==> config.mk <==
export PLATFORM = sky130hd
export DESIGN_NAME = decode_operand_sel
export DESIGN_NICKNAME = d
export VERILOG_FILES = /design/src/rtl/fwd_pkg.sv /design/src/rtl/fwd_id_match.sv /design/src/rtl/fwd_prio_pick.sv /design/src/rtl/decode_operand_sel.sv
export SDC_FILE = /design/constraint.sdc
export NUM_CORES = 1
export LEC_CHECK = 0
export ABC_AREA = 1
export ABC_CLOCK_PERIOD_IN_PS = 3190
export BUFFER_PORTS_ARGS = -buffer_cell sky130_fd_sc_hd__buf_4
export CAP_MARGIN = 20
export CORE_AREA = 3 3 263 265
export DETAILED_ROUTE_END_ITERATION = 12
export DIE_AREA = 0 0 266 268
export GPL_ROUTABILITY_DRIVEN = 1
export PLACE_DENSITY_LB_ADDON = 0.15
export REMOVE_ABC_BUFFERS = 1
export SYNTH_ARGS = -nofsm -noshare
export SYNTH_HDL_FRONTEND = slang
export SYNTH_HIERARCHICAL = 1
export SYNTH_SLANG_ARGS = --single-unit
export TNS_END_PERCENT = 100
==> constraint.sdc <==
create_clock -name vclk -period 3.19
set_clock_uncertainty 0.15 [all_clocks]
set_input_delay 0.957 -clock vclk [all_inputs]
set_output_delay 0.957 -clock vclk [all_outputs]
set_load 0.1 [all_outputs]
==> src/rtl/fwd_pkg.sv <==
package fwd_pkg;
  localparam int NUM_SRC = 5;
  localparam logic [3:0] CODE_JUMP = 4'h7;
  localparam logic [3:0] CODE_CALL = 4'h8;

  // Index order is the priority order: lower index = younger producer.
  typedef enum logic [2:0] {
    SRC_EX_E  = 3'd0,
    SRC_MEM_M = 3'd1,
    SRC_MEM_E = 3'd2,
    SRC_WB_M  = 3'd3,
    SRC_WB_E  = 3'd4
  } fwd_src_e;

  function automatic logic is_pc_pass(input logic [3:0] code);
    return (code == CODE_JUMP) || (code == CODE_CALL);
  endfunction
endpackage

==> src/rtl/fwd_id_match.sv <==
module fwd_id_match #(
  parameter int ID_W    = 4,
  parameter int NUM_SRC = 5
) (
  input  logic [ID_W-1:0]              src_id,
  input  logic [NUM_SRC-1:0][ID_W-1:0] dst_ids,
  output logic [NUM_SRC-1:0]           hit
);
  localparam logic [ID_W-1:0] ID_NONE = {ID_W{1'b1}};

  logic src_live;
  assign src_live = (src_id != ID_NONE);

  for (genvar k = 0; k < NUM_SRC; k++) begin : g_cmp
    assign hit[k] = src_live && (dst_ids[k] != ID_NONE) && (dst_ids[k] == src_id);
  end
endmodule

==> src/rtl/fwd_prio_pick.sv <==
module fwd_prio_pick #(
  parameter int DATA_W  = 64,
  parameter int NUM_SRC = 5
) (
  input  logic [NUM_SRC-1:0]             hit,
  input  logic [NUM_SRC-1:0][DATA_W-1:0] fwd_vals,
  input  logic [DATA_W-1:0]              rf_val,
  output logic [DATA_W-1:0]              picked
);
  // Walk from oldest to youngest so the youngest hit is written last.
  always_comb begin
    picked = rf_val;
    for (int k = NUM_SRC - 1; k >= 0; k--) begin
      if (hit[k]) picked = fwd_vals[k];
    end
  end
endmodule

==> src/rtl/decode_operand_sel.sv <==
module decode_operand_sel
  import fwd_pkg::*;
#(
  parameter int DATA_W = 64,
  parameter int ID_W   = 4
) (
  input  logic [3:0]        dec_icode,
  input  logic [DATA_W-1:0] dec_next_pc,
  input  logic [ID_W-1:0]   src_a_id,
  input  logic [ID_W-1:0]   src_b_id,
  input  logic [DATA_W-1:0] rf_a_data,
  input  logic [DATA_W-1:0] rf_b_data,
  input  logic [ID_W-1:0]   ex_dst_e,
  input  logic [DATA_W-1:0] ex_val_e,
  input  logic [ID_W-1:0]   mem_dst_m,
  input  logic [DATA_W-1:0] mem_val_m,
  input  logic [ID_W-1:0]   mem_dst_e,
  input  logic [DATA_W-1:0] mem_val_e,
  input  logic [ID_W-1:0]   wb_dst_m,
  input  logic [DATA_W-1:0] wb_val_m,
  input  logic [ID_W-1:0]   wb_dst_e,
  input  logic [DATA_W-1:0] wb_val_e,
  output logic [DATA_W-1:0] opnd_a,
  output logic [DATA_W-1:0] opnd_b
);
  localparam int LANES = 2;

  logic [NUM_SRC-1:0][ID_W-1:0]   dst_ids;
  logic [NUM_SRC-1:0][DATA_W-1:0] fwd_vals;

  assign dst_ids[SRC_EX_E]   = ex_dst_e;
  assign dst_ids[SRC_MEM_M]  = mem_dst_m;
  assign dst_ids[SRC_MEM_E]  = mem_dst_e;
  assign dst_ids[SRC_WB_M]   = wb_dst_m;
  assign dst_ids[SRC_WB_E]   = wb_dst_e;
  assign fwd_vals[SRC_EX_E]  = ex_val_e;
  assign fwd_vals[SRC_MEM_M] = mem_val_m;
  assign fwd_vals[SRC_MEM_E] = mem_val_e;
  assign fwd_vals[SRC_WB_M]  = wb_val_m;
  assign fwd_vals[SRC_WB_E]  = wb_val_e;

  logic [LANES-1:0][ID_W-1:0]   lane_src;
  logic [LANES-1:0][DATA_W-1:0] lane_rf;
  logic [LANES-1:0][DATA_W-1:0] lane_out;

  assign lane_src[0] = src_a_id;
  assign lane_src[1] = src_b_id;
  assign lane_rf[0]  = rf_a_data;
  assign lane_rf[1]  = rf_b_data;

  for (genvar l = 0; l < LANES; l++) begin : g_lane
    logic [NUM_SRC-1:0] hit;
    logic [DATA_W-1:0]  bypassed;

    fwd_id_match #(.ID_W(ID_W), .NUM_SRC(NUM_SRC)) u_match (
      .src_id  (lane_src[l]),
      .dst_ids (dst_ids),
      .hit     (hit)
    );

    fwd_prio_pick #(.DATA_W(DATA_W), .NUM_SRC(NUM_SRC)) u_pick (
      .hit      (hit),
      .fwd_vals (fwd_vals),
      .rf_val   (lane_rf[l]),
      .picked   (bypassed)
    );

    if (l == 0) begin : g_pc_merge
      // jump/call carry the fall-through address on this lane.
      assign lane_out[l] = is_pc_pass(dec_icode) ? dec_next_pc : bypassed;
    end else begin : g_plain
      assign lane_out[l] = bypassed;
    end
  end

  assign opnd_a = lane_out[0];
  assign opnd_b = lane_out[1];
endmodule

== Yosys cells after proc, flatten, opt, wreduce, memory -nomap -nowiden ==
Cells that the tools add are included.
W data, S select, Z words.
Word-level totals
  output and inout bits: 128
  input port bits: 544
  register bits: 0
  bits in latches: 0
  RAM bits: 0
  memories kept: 0
  ROM bits: 0
  logic and storage cells: 51
Operators by class
  shift operators: 0
  $mul: 0
  $add $sub $neg: 0
  mux-type cells: 11
  equality and inequality tests: 19
  order comparisons: 0
  bitwise gates (word level): 0
  reductions and logical operators: 21
  div/mod/pow operators: 0
Operators by type and width (number)
  $mux W64: 11
  $eq A4 B4 Y1: 10
  $ne A4 B4 Y1 const B: 7
  $logic_and A1 B1 Y1: 20
  $eq A4 B3 Y1 const B: 1
  $eq A4 B4 Y1 const B: 1
  $logic_or A1 B1 Y1: 1

== Depth between registers and ports, before layout ==
Gate-level depths: netlist (run 1).
  depth after elaboration: 9
  depth in mapped cells: 17
  mapped depth without buffers: 15

== Modules after synthesis ==
Netlist (run 1), hierarchy kept.
Modules (own cells, without submodules)
  fwd_prio_pick: seq. area each 0.0 um2, times used 2, area an instance 3880.0 um2, cells an instance 902
  decode_operand_sel: seq. area each 0.0 um2, times used 1, area an instance 1111.1 um2, cells an instance 223
  fwd_id_match: seq. area each 0.0 um2, times used 2, area an instance 445.4 um2, cells an instance 104

== Worst setup path after synthesis (run 1) ==
No wires, ideal clock.
  path type: input to output
  from: input src_a_id[2]
  to: output opnd_a[10]
  required time: 2083 ps
  slack: -782 ps
  stages on the path: 16
  buffers on the path: 3
  data arrival time: 2865 ps
  cell sequence: buf_2 > nand2_1 > nor2_4 > nor2_1 > nand2_1 > nor2_1 > buf_4 > clkbuf_8 > nand2_1 > nand3_1 > nand2_1 > nand2_1 > nand2_1 > nand2_1 > nand2_1 > nand2_1
Between the ends
  word-level cells in the longest chain between the ends: 9
  elaborated cells on any way between the ends: 22
  those cells by class: 6 x eq/ne; 6 x mux; 10 x reduce/logical
Ends and longest elaborated chain
  start: declaration: RTL line decode_operand_sel.sv:9  | input logic [ID_W-1:0] src_a_id,
  $ne A4 B4 Y1: RTL line fwd_id_match.sv:12  | assign src_live = (src_id != ID_NONE);
  $logic_and A1 B1 Y1: RTL line fwd_id_match.sv:15  | assign hit[k] = src_live && (dst_ids[k] != ID_NONE) && (dst_ids[k] == src_id);
  $logic_and A1 B1 Y1 *: RTL line fwd_id_match.sv:15
  net g_lane[0].hit[4]: RTL line decode_operand_sel.sv:52  | logic [NUM_SRC-1:0] hit;
  $mux W64 * (5 in a row): RTL line fwd_prio_pick.sv:14  | if (hit[k]) picked = fwd_vals[k];
  net g_lane[0].bypassed[10]: RTL line decode_operand_sel.sv:53  | logic [DATA_W-1:0] bypassed;
  $mux W64 *: RTL line decode_operand_sel.sv:70  | assign lane_out[l] = is_pc_pass(dec_icode) ? dec_next_pc : bypassed;
  end: declaration: RTL line decode_operand_sel.sv:23  | output logic [DATA_W-1:0] opnd_a,
The timed path passes the listed nets; every way through them passes the cells marked *.

== Worst setup path after layout (run 1) ==
  from: input src_a_id[3]
  to: output opnd_a[48]
Between the ends
  elaborated cells on any way between the ends: 22
  those cells by class: 6 x eq/ne; 6 x mux; 10 x reduce/logical
RTL lines (RTL line)
  $ne A4 B4 Y1: fwd_id_match.sv:12
  $logic_and A1 B1 Y1: fwd_id_match.sv:15
  $logic_and A1 B1 Y1 *: fwd_id_match.sv:15
  net g_lane[0].hit[3]: decode_operand_sel.sv:52
  $mux W64 * (4 in a row): fwd_prio_pick.sv:14
  net g_lane[0].bypassed[48]: decode_operand_sel.sv:53
  $mux W64 *: decode_operand_sel.sv:70
Marks and branches as above.

==> run metrics, run 1 <==
RSZ-0062 raised after global routing=true; failing checks=setup timing; worst vdd ir=0.280 mV; initial antenna violation count=8; Sequential Area=0 µm²; DRC viols=0; Final period util=121%; Max Cap Violations=0; Cells after Synth=2,235; vias in the first global route=16,400; share of cells above drive strength 1=41.2%; Slew Limit Fails=0; detailed-route via count=17,000; Pre-antenna DRT Iters=5; min-delay worst type=primary input to output port; Final nets=3,571; peak fanout along the critical path=7; initial core utilization=14.6%; Syn. warnings=6; LEAKAGE=0.0120 µW; hold buffer count at cts=0; Mapped Area=9760 µm²; CP endpoint kind=output port; Distinct cells, synth=20; Detail Route Antenna Nets=0; Final WS setup=-0.677 ns; hold path start=ex_val_e[28]; Post-synth top cells=1,142 x nand2_1, 384 x a21oi_1, 294 x inv_1; Fin. Hold Viols=0; Core ar.=67,000 µm²; PwrDens=333 nW/µm²; RD Place Congestion=0.844; largest net degree at the start of global routing=35; area of the multi-input gates=8490 µm²; Yosys top cell by area=nand2_1; die width=266 µm; port bufs=672; CP Class=primary input to output port; design area=21,300 µm²; WL per Instance=21.6 µm; DR iter-0 viols=1,015; gr usage total=20.9%; Required @ worst endpoint=2.08 ns; DP HPWL=59.1 mm; Layout fillers=7,696; share of the synthesized area in the top cell type=43.9%; Total Wirelength=84.2 mm; clock buffers=0; Die Ht=268 µm; num rows=95; Worst Tran Pin Value=0.286 ns; Post-DP Area=17,000 µm²; CP startpoint kind=primary input; most common cell in the netlist=nand2_1; Top Ports=672; hold path depth=4; setup_tns=-75.39 ns; Slew HR=80.9%; sequential area share after synthesis=0%; via/cell ratio=4.35; final count of negative-setup-slack endpoints=128; Achievable Freq=259 MHz; Min Clock Period, post-route=3.87 ns; Syn Area/Cell=4.37 µm²; Syn-to-layout area delta=119%; global route overflow=0; Die ar.=71,300 µm²; status=finished with violations; Seq Cell Count=0; first-pass GRT wire length=112 mm; CP arrival=2.76 ns; Hold EP=opnd_b[28]; Synth area leaders=nand2_1 44%, a21oi_1 20%, inv_1 11%
kinds of logic (layout without fill, tap and decap cells):
family | count (synthesis) | count (layout) | share of synthesized area [%]
other | 0 | 4 | 0
AO/OA/AOI/OAI | 384 | 384 | 19.7
AND/OR/NAND/NOR | 1379 | 1379 | 56.2
XOR/XNOR | 10 | 10 | 0.897
buffers and inverters | 462 | 1252 | 23.2
stage by stage:
stage	total power (µW)	std cells	setup slack [ns]	hold WS [ns]	util, %
3_3_place_gp	5650	3825	-0.963	2.20	25.4
3_5_place_dp	5630	3825	-0.931	2.20	25.4
6_report	7100	3902	-0.677	2.15	31.8
2_1_floorplan	3680	2075	-4.32	2.34	-
4_1_cts	6690	3863	-0.725	2.15	29.5
5_1_grt	7460	3900	-0.809	2.16	31.8
layout by cell type, fill, tap and decap left out, drive strengths merged:
cell	synthesis	routed
a21oi	384	384
buf	116	935
bufbuf	0	2
clkbuf	36	13
clkinv	0	2
diode	0	4
inv	302	300
nand2	1145	1145
nand3	192	192
nand4	10	10
nor2	32	32
xnor2	10	10
layer usage:
metal / routed length [µm] / GRT usage [%] / up-vias
met5: 44 / 0 / -
li1: - / - / 8493
met3: 5320 / 3.49 / 51
met1: 35900 / 26.4 / 7845
met2: 41900 / 38.3 / 574
met4: 1010 / 2.06 / 8
area by class of cell:
type	count	area share [%]
antenna	4	0.0469
inverter	302	5.71
multi-input combinational	1773	39.8
tap	873	5.12
timing repair buffer	950	49.3
critical path: stages:
cell and delay (ns):
buf_12 0.10, inv_4 0.04, nand2_1 0.04, nand2_1 0.05, nor2_2 0.13, nand2_2 0.08, nor2_4 0.16, buf_12 0.15
clkinv_16 0.09, buf_12 0.16, buf_12 0.14, nand3_4 0.08, nand2_2 0.05, nand2_2 0.06, nand2_2 0.04, nand2_1 0.07
nand2_2 0.07, nand2_2 0.08, buf_12 0.17
worst max-delay path by stage:
stage | startpoint | to | cells after the start
after floorplan | src_a_id[1] | opnd_a[62] | 11
after global placement | src_a_id[1] | opnd_a[48] | 17
after detailed placement | src_a_id[2] | opnd_a[48] | 17
after global routing | wb_dst_m[0] | opnd_a[56] | 19
after CTS | src_a_id[3] | opnd_a[10] | 19
final | src_a_id[3] | opnd_a[48] | 19
report_power, final:
part,internal (µW),switching [µW]
Clock,0.000125,0
Sequential,0,0
Combinational,2650,4450
Total,2650,4450
repair_timing:
item	CTS	global route
pin swaps	76	103
endpoints found under the hold margin	0	0
setup buffers	17	20
setup endpoints to repair	128	128
gates resized for setup	501	283
gates cloned	23	17
(Power assumes the default switching activity.)
==> run 2: changes to the inputs <==
--- a/config.mk
+++ b/config.mk
@@ -7,11 +7,11 @@
 export LEC_CHECK = 0
 export ABC_AREA = 1
 export ABC_CLOCK_PERIOD_IN_PS = 3190
-export BUFFER_PORTS_ARGS = -buffer_cell sky130_fd_sc_hd__buf_4
 export CAP_MARGIN = 20
-export CORE_AREA = 3 3 263 265
+export CORE_AREA = 3 3 262 264
 export DETAILED_ROUTE_END_ITERATION = 12
-export DIE_AREA = 0 0 266 268
+export DIE_AREA = 0 0 265 267
+export DONT_BUFFER_PORTS = 1
 export GPL_ROUTABILITY_DRIVEN = 1
 export PLACE_DENSITY_LB_ADDON = 0.15
 export REMOVE_ABC_BUFFERS = 1
==> run metrics, run 2 (synthesized netlist as in run 1, its figures left out) <==
Worst Tran Pin Value=0.235 ns (-0.0512 ns); LEAKAGE=0.00958 µW (-20%); Required @ worst endpoint=2.08 ns (about the same); peak fanout along the critical path=7 (unchanged); setup_tns=-57.53 ns (+17.86 ns); initial core utilization=14.6% (+0.052 points); Seq Cell Count=0 (unchanged); final count of negative-setup-slack endpoints=128 (unchanged); num rows=95 (unchanged); Max Cap Violations=0 (unchanged); CP startpoint kind=primary input; port bufs=0 (-100%); share of cells above drive strength 1=33.9% (-7.3 points); hold buffer count at cts=0 (unchanged); CP arrival=2.67 ns (-0.09 ns); Critical path destination=opnd_a[19]; failing checks=setup timing; Min Clock Period, post-route=3.78 ns (-0.0856 ns); most common cell after layout, fill and taps aside=nand2_1; most frequent cells in the layout=860 x nand2_1, 320 x a21oi_1, 280 x inv_1; worst vdd ir=0.202 mV (-28%); Detail Route Antenna Nets=0 (unchanged); status=finished with violations; Final nets=3,036 (-15%); Layout fillers=7,675 (-0.27%); Slew Limit Fails=0 (unchanged); global route overflow=0 (unchanged); Fin. Hold Viols=0 (unchanged); Top Ports=672 (unchanged); detailed-route via count=15,300 (-9.6%); Die Ht=267 µm (-0.37%); Achievable Freq=264 MHz (+2.3%); Post-Place Setup Slack=-0.710 ns (+0.221 ns); Final WS setup=-0.591 ns (+0.0856 ns); Core ar.=66,800 µm² (-0.35%); PwrDens=372 nW/µm² (+12%); gr usage total=19.4% (-1.4 points); via/cell ratio=4.56 (+4.8%); Core Util, Final=27.1% (-4.7 points); Sequential Area=0 µm² (unchanged); WL per Instance=24.5 µm (+14%); CP max stage delay=0.21 ns (+0.04 ns); RD Place Congestion=0.894 (+5.9%); Total Wirelength=82.4 mm (-2.1%); DR iter-0 viols=1,199 (+18%); first-pass GRT wire length=102 mm (-8.4%); initial antenna violation count=8 (unchanged); RSZ-0062 raised after global routing=true; vias in the first global route=14,400 (-12%); clock buffers=0 (unchanged); Crit path top cell by count=nand2_2; Die ar.=70,800 µm² (-0.75%); Critical path origin=src_a_id[1]; Slew HR=84.3% (+3.5 points); CP endpoint kind=output port; DRC viols=0 (unchanged); largest net degree at the start of global routing=34 (-2.9%); area of the multi-input gates=8960 µm² (+5.5%); Final period util=119% (-2.7 points); CP Class=primary input to output port; crit-path cells=inv_12 -> buf_6 -> nand2_2 -> nand2_2 -> nor2_2 -> nand2_2 -> nor2_4 -> buf_12 -> clkbuf_16 -> buf_4 -> a21oi_2 -> nand2_1 -> nand2_1 -> nand2_2 -> nand2_1 -> nand2_1 -> nand2_2 -> buf_12; Pre-antenna DRT Iters=5 (unchanged); Syn-to-layout area delta=85.4%; die width=265 µm (-0.38%); DP HPWL=56.5 mm (-4.3%); Worst path slowest cell=nor2_4; min-delay worst type=primary input to output port
-- run 2: changes by cell type in the layout (fill, tap and decap cells not counted), sizes merged --
cell / change
bufbuf: -1
buf: -541
inv: +1
clkinv: -1
diode: -2
clkbuf: +7
-- run 2: critical path, delay by kind of cell --
family                 cells  cell delay (ns)
buffers and inverters      6             0.74
and+or+nand+nor           11             0.92
AOI/OAI and AO/OA          1             0.04
-- run 2: routing by layer --
layer	track usage, %	share of wire, %	up-vias
li1	-	-	7404
met1	23.3	39	7068
met2	34.3	48	715
met3	5.31	9.2	146
met4	4.80	3.7	8
met5	0	0.067	-
-- run 2: how the worst min path moves through the flow --
stage	start	to	slack, ns	cells past startpoint
CTS	ex_val_e[15]	opnd_b[15]	2.04	3
floorplan	ex_val_e[62]	opnd_b[62]	2.34	2
global route	ex_val_e[15]	opnd_b[15]	2.05	3
finish	ex_val_e[43]	opnd_b[43]	2.04	3
detailed placement	ex_val_e[13]	opnd_b[13]	2.06	3
global placement	ex_val_e[59]	opnd_b[59]	2.06	3
-- run 2: repair_timing --
item | CTS | global route
buffers inserted | 30 | 30
pin swaps | 75 | 119
cloned | 17 | 22
resized for setup | 296 | 325
setup endpoints to repair | 128 | 128
-- run 2: power by group --
| part | internal (µW) | total (µW) | switching, µW | leakage (µW) |
|---|---|---|---|---|
| Clock | 0.0000847 | 0.0000847 | 0 | 0.0000000127 |
| Sequential | 0 | 0 | 0 | 0 |
| Combinational | 2410 | 6740 | 4330 | 0.00958 |
| Total | 2410 | 6740 | 4330 | 0.00958 |
-- run 2: final cells by class --
type | instances | area share (%)
antenna | 2 | 0.0277
timing repair buffer | 415 | 37.5
tap | 873 | 6.04
inverter | 302 | 6.96
multi-input combinational | 1773 | 49.5
-- run 2: through the flow --
step | power, µW | instances | hold WS, ns | area (µm²)
final | 6740 | 3365 | 2.04 | 18100
after floorplan | 3680 | 2075 | 2.34 | 8630
after CTS | 6380 | 3313 | 2.04 | 16200
after detailed placement | 5990 | 3266 | 2.06 | 14500
after global routing | 7050 | 3365 | 2.05 | 18100
after global placement | 6020 | 3266 | 2.06 | 14500
==> run 3: changes to the inputs <==
--- a/config.mk
+++ b/config.mk
@@ -6,7 +6,7 @@
 export NUM_CORES = 1
 export LEC_CHECK = 0
 export ABC_AREA = 1
-export ABC_CLOCK_PERIOD_IN_PS = 3190
+export ABC_CLOCK_PERIOD_IN_PS = 4800
 export CAP_MARGIN = 20
 export CORE_AREA = 3 3 262 264
 export DETAILED_ROUTE_END_ITERATION = 12
@@ -19,4 +19,4 @@
 export SYNTH_HDL_FRONTEND = slang
 export SYNTH_HIERARCHICAL = 1
 export SYNTH_SLANG_ARGS = --single-unit
-export TNS_END_PERCENT = 100
+export TNS_END_PERCENT = 1
==> constraint.sdc (replaced) <==
create_clock -name vclk -period 4.8
set_clock_uncertainty 0.15 [all_clocks]
set_input_delay 0.48 -clock vclk [all_inputs]
set_output_delay 0.48 -clock vclk [all_outputs]
set_load 0.1 [all_outputs]
==> run metrics, run 3 (synthesized netlist as in run 1, its figures left out) <==
clock buffers=0 (unchanged); Post-Place Setup Slack=1.10 ns (+1.81 ns); most common cell after layout, fill and taps aside=nand2_1; DRC viols=0 (unchanged); hold buffer count at cts=0 (unchanged); CP arrival=3.08 ns (+0.41 ns); Layout fillers=8,167 (+6.4%); Top Ports=672 (unchanged); Final WS setup=1.09 ns (+1.68 ns); area of the multi-input gates=7560 µm² (-16%); Hold EP=opnd_b[20]; Detail Route Antenna Nets=0 (unchanged); peak fanout along the critical path=33 (+26); die width=265 µm (unchanged); Die Ht=267 µm (unchanged); via/cell ratio=4.41 (-3.4%); RD Place Congestion=0.799 (-11%); # Post-CTS Setup Buffers=0 (-100%); placed cells=3,087 (-5.5%); port bufs=0 (unchanged); fin cells=3,088 (-8.2%); CP Class=primary input to output port; Max Cap Violations=0 (unchanged); Min Clock Period, post-route=3.71 ns; Total Wirelength=61.5 mm (-25%); most frequent cells in the layout=1,142 x nand2_1, 384 x a21oi_1, 294 x inv_1; vias in the first global route=13,100 (-9.1%); Syn-to-layout area delta=12.7%; Sequential Area=0 µm² (unchanged); RSZ-0062 raised after global routing=false; Die ar.=70,800 µm² (unchanged); hold path start=ex_val_e[20]; Slew Limit Fails=0 (unchanged); WL per Instance=19.9 µm (-19%); final count of negative-setup-slack endpoints=0 (-100%); share of cells above drive strength 1=7.32% (-27 points); Fin. Hold Viols=0 (unchanged); Required @ worst endpoint=4.17 ns (+2.09 ns); Core ar.=66,800 µm² (unchanged); largest net degree at the start of global routing=129 (+280%); detailed-route via count=13,600 (-11%); Slew HR=30.8% (-54 points); hold path depth=3 (unchanged); initial antenna violation count=1 (-7); Final nets=2,760 (-9.1%); Pre-antenna DRT Iters=5 (unchanged); status=completed; Worst Tran Pin Value=1.04 ns (+0.803 ns); Final period util=77.2%; CP startpoint kind=primary input; min-delay worst type=primary input to output port; gr usage total=16.0% (-3.5 points); CP endpoint kind=output port; cts repair resizes=0 (-100%); initial core utilization=14.6% (unchanged); setup_tns=0 ns (+57.53 ns); DR iter-0 viols=965 (-20%); Seq Cell Count=0 (unchanged); Achievable Freq=270 MHz; num rows=95 (unchanged); global route overflow=0 (unchanged); DP HPWL=47.2 mm (-16%); first-pass GRT wire length=87.4 mm (-15%)
run 3: final cells by class:
type / count / share of cell area [%]
Tap cell: 873 / 9.93
Multi-Input combinational cell: 1773 / 68.8
Inverter: 302 / 10.3
Antenna cell: 1 / 0.0227
Timing Repair Buffer: 139 / 11.0
run 3: critical path, cell delays in order:
cell and delay [ns]:
nand2_1 0.08, nor2_4 0.06, nor2_1 0.12, nand2_1 0.11
nor2_4 0.16, clkinv_2 0.58, buf_4 0.54, nand3_1 0.18
nand2_1 0.06, nand2_1 0.06, nand2_1 0.17, nand2_1 0.12
buf_4 0.30
run 3: per-stage QoR:
| stage | instance area (µm²) | util [%] | hold WS (ns) |
|---|---|---|---|
| after floorplan | 8630 | - | 1.38 |
| after detailed placement | 11000 | 16.5 | 1.12 |
| after global routing | 11000 | 16.5 | 1.13 |
| after CTS | 11000 | 16.5 | 1.12 |
| after global placement | 11000 | 16.5 | 1.12 |
| final | 11000 | 16.5 | 1.12 |
run 3: worst max-delay path by stage:
stage	endpoint	slack (ns)	start	cells past startpoint
global route	opnd_b[25]	0.94	src_b_id[3]	13
CTS	opnd_b[25]	1.10	src_b_id[1]	13
finish	opnd_b[25]	1.09	src_b_id[1]	13
floorplan	opnd_a[62]	-1.76	src_a_id[1]	11
global placement	opnd_b[25]	1.16	src_b_id[1]	13
detailed placement	opnd_b[25]	1.10	src_b_id[1]	13
run 3: layer usage:
| metal | routed length [µm] | vias to the layer above | global-route usage [%] |
|---|---|---|---|
| li1 | - | 6806 | - |
| met4 | 1050 | 0 | 2.41 |
| met2 | 30300 | 529 | 29.2 |
| met1 | 25200 | 6212 | 19.3 |
| met3 | 5030 | 57 | 3.83 |
| met5 | 0 | - | 0 |
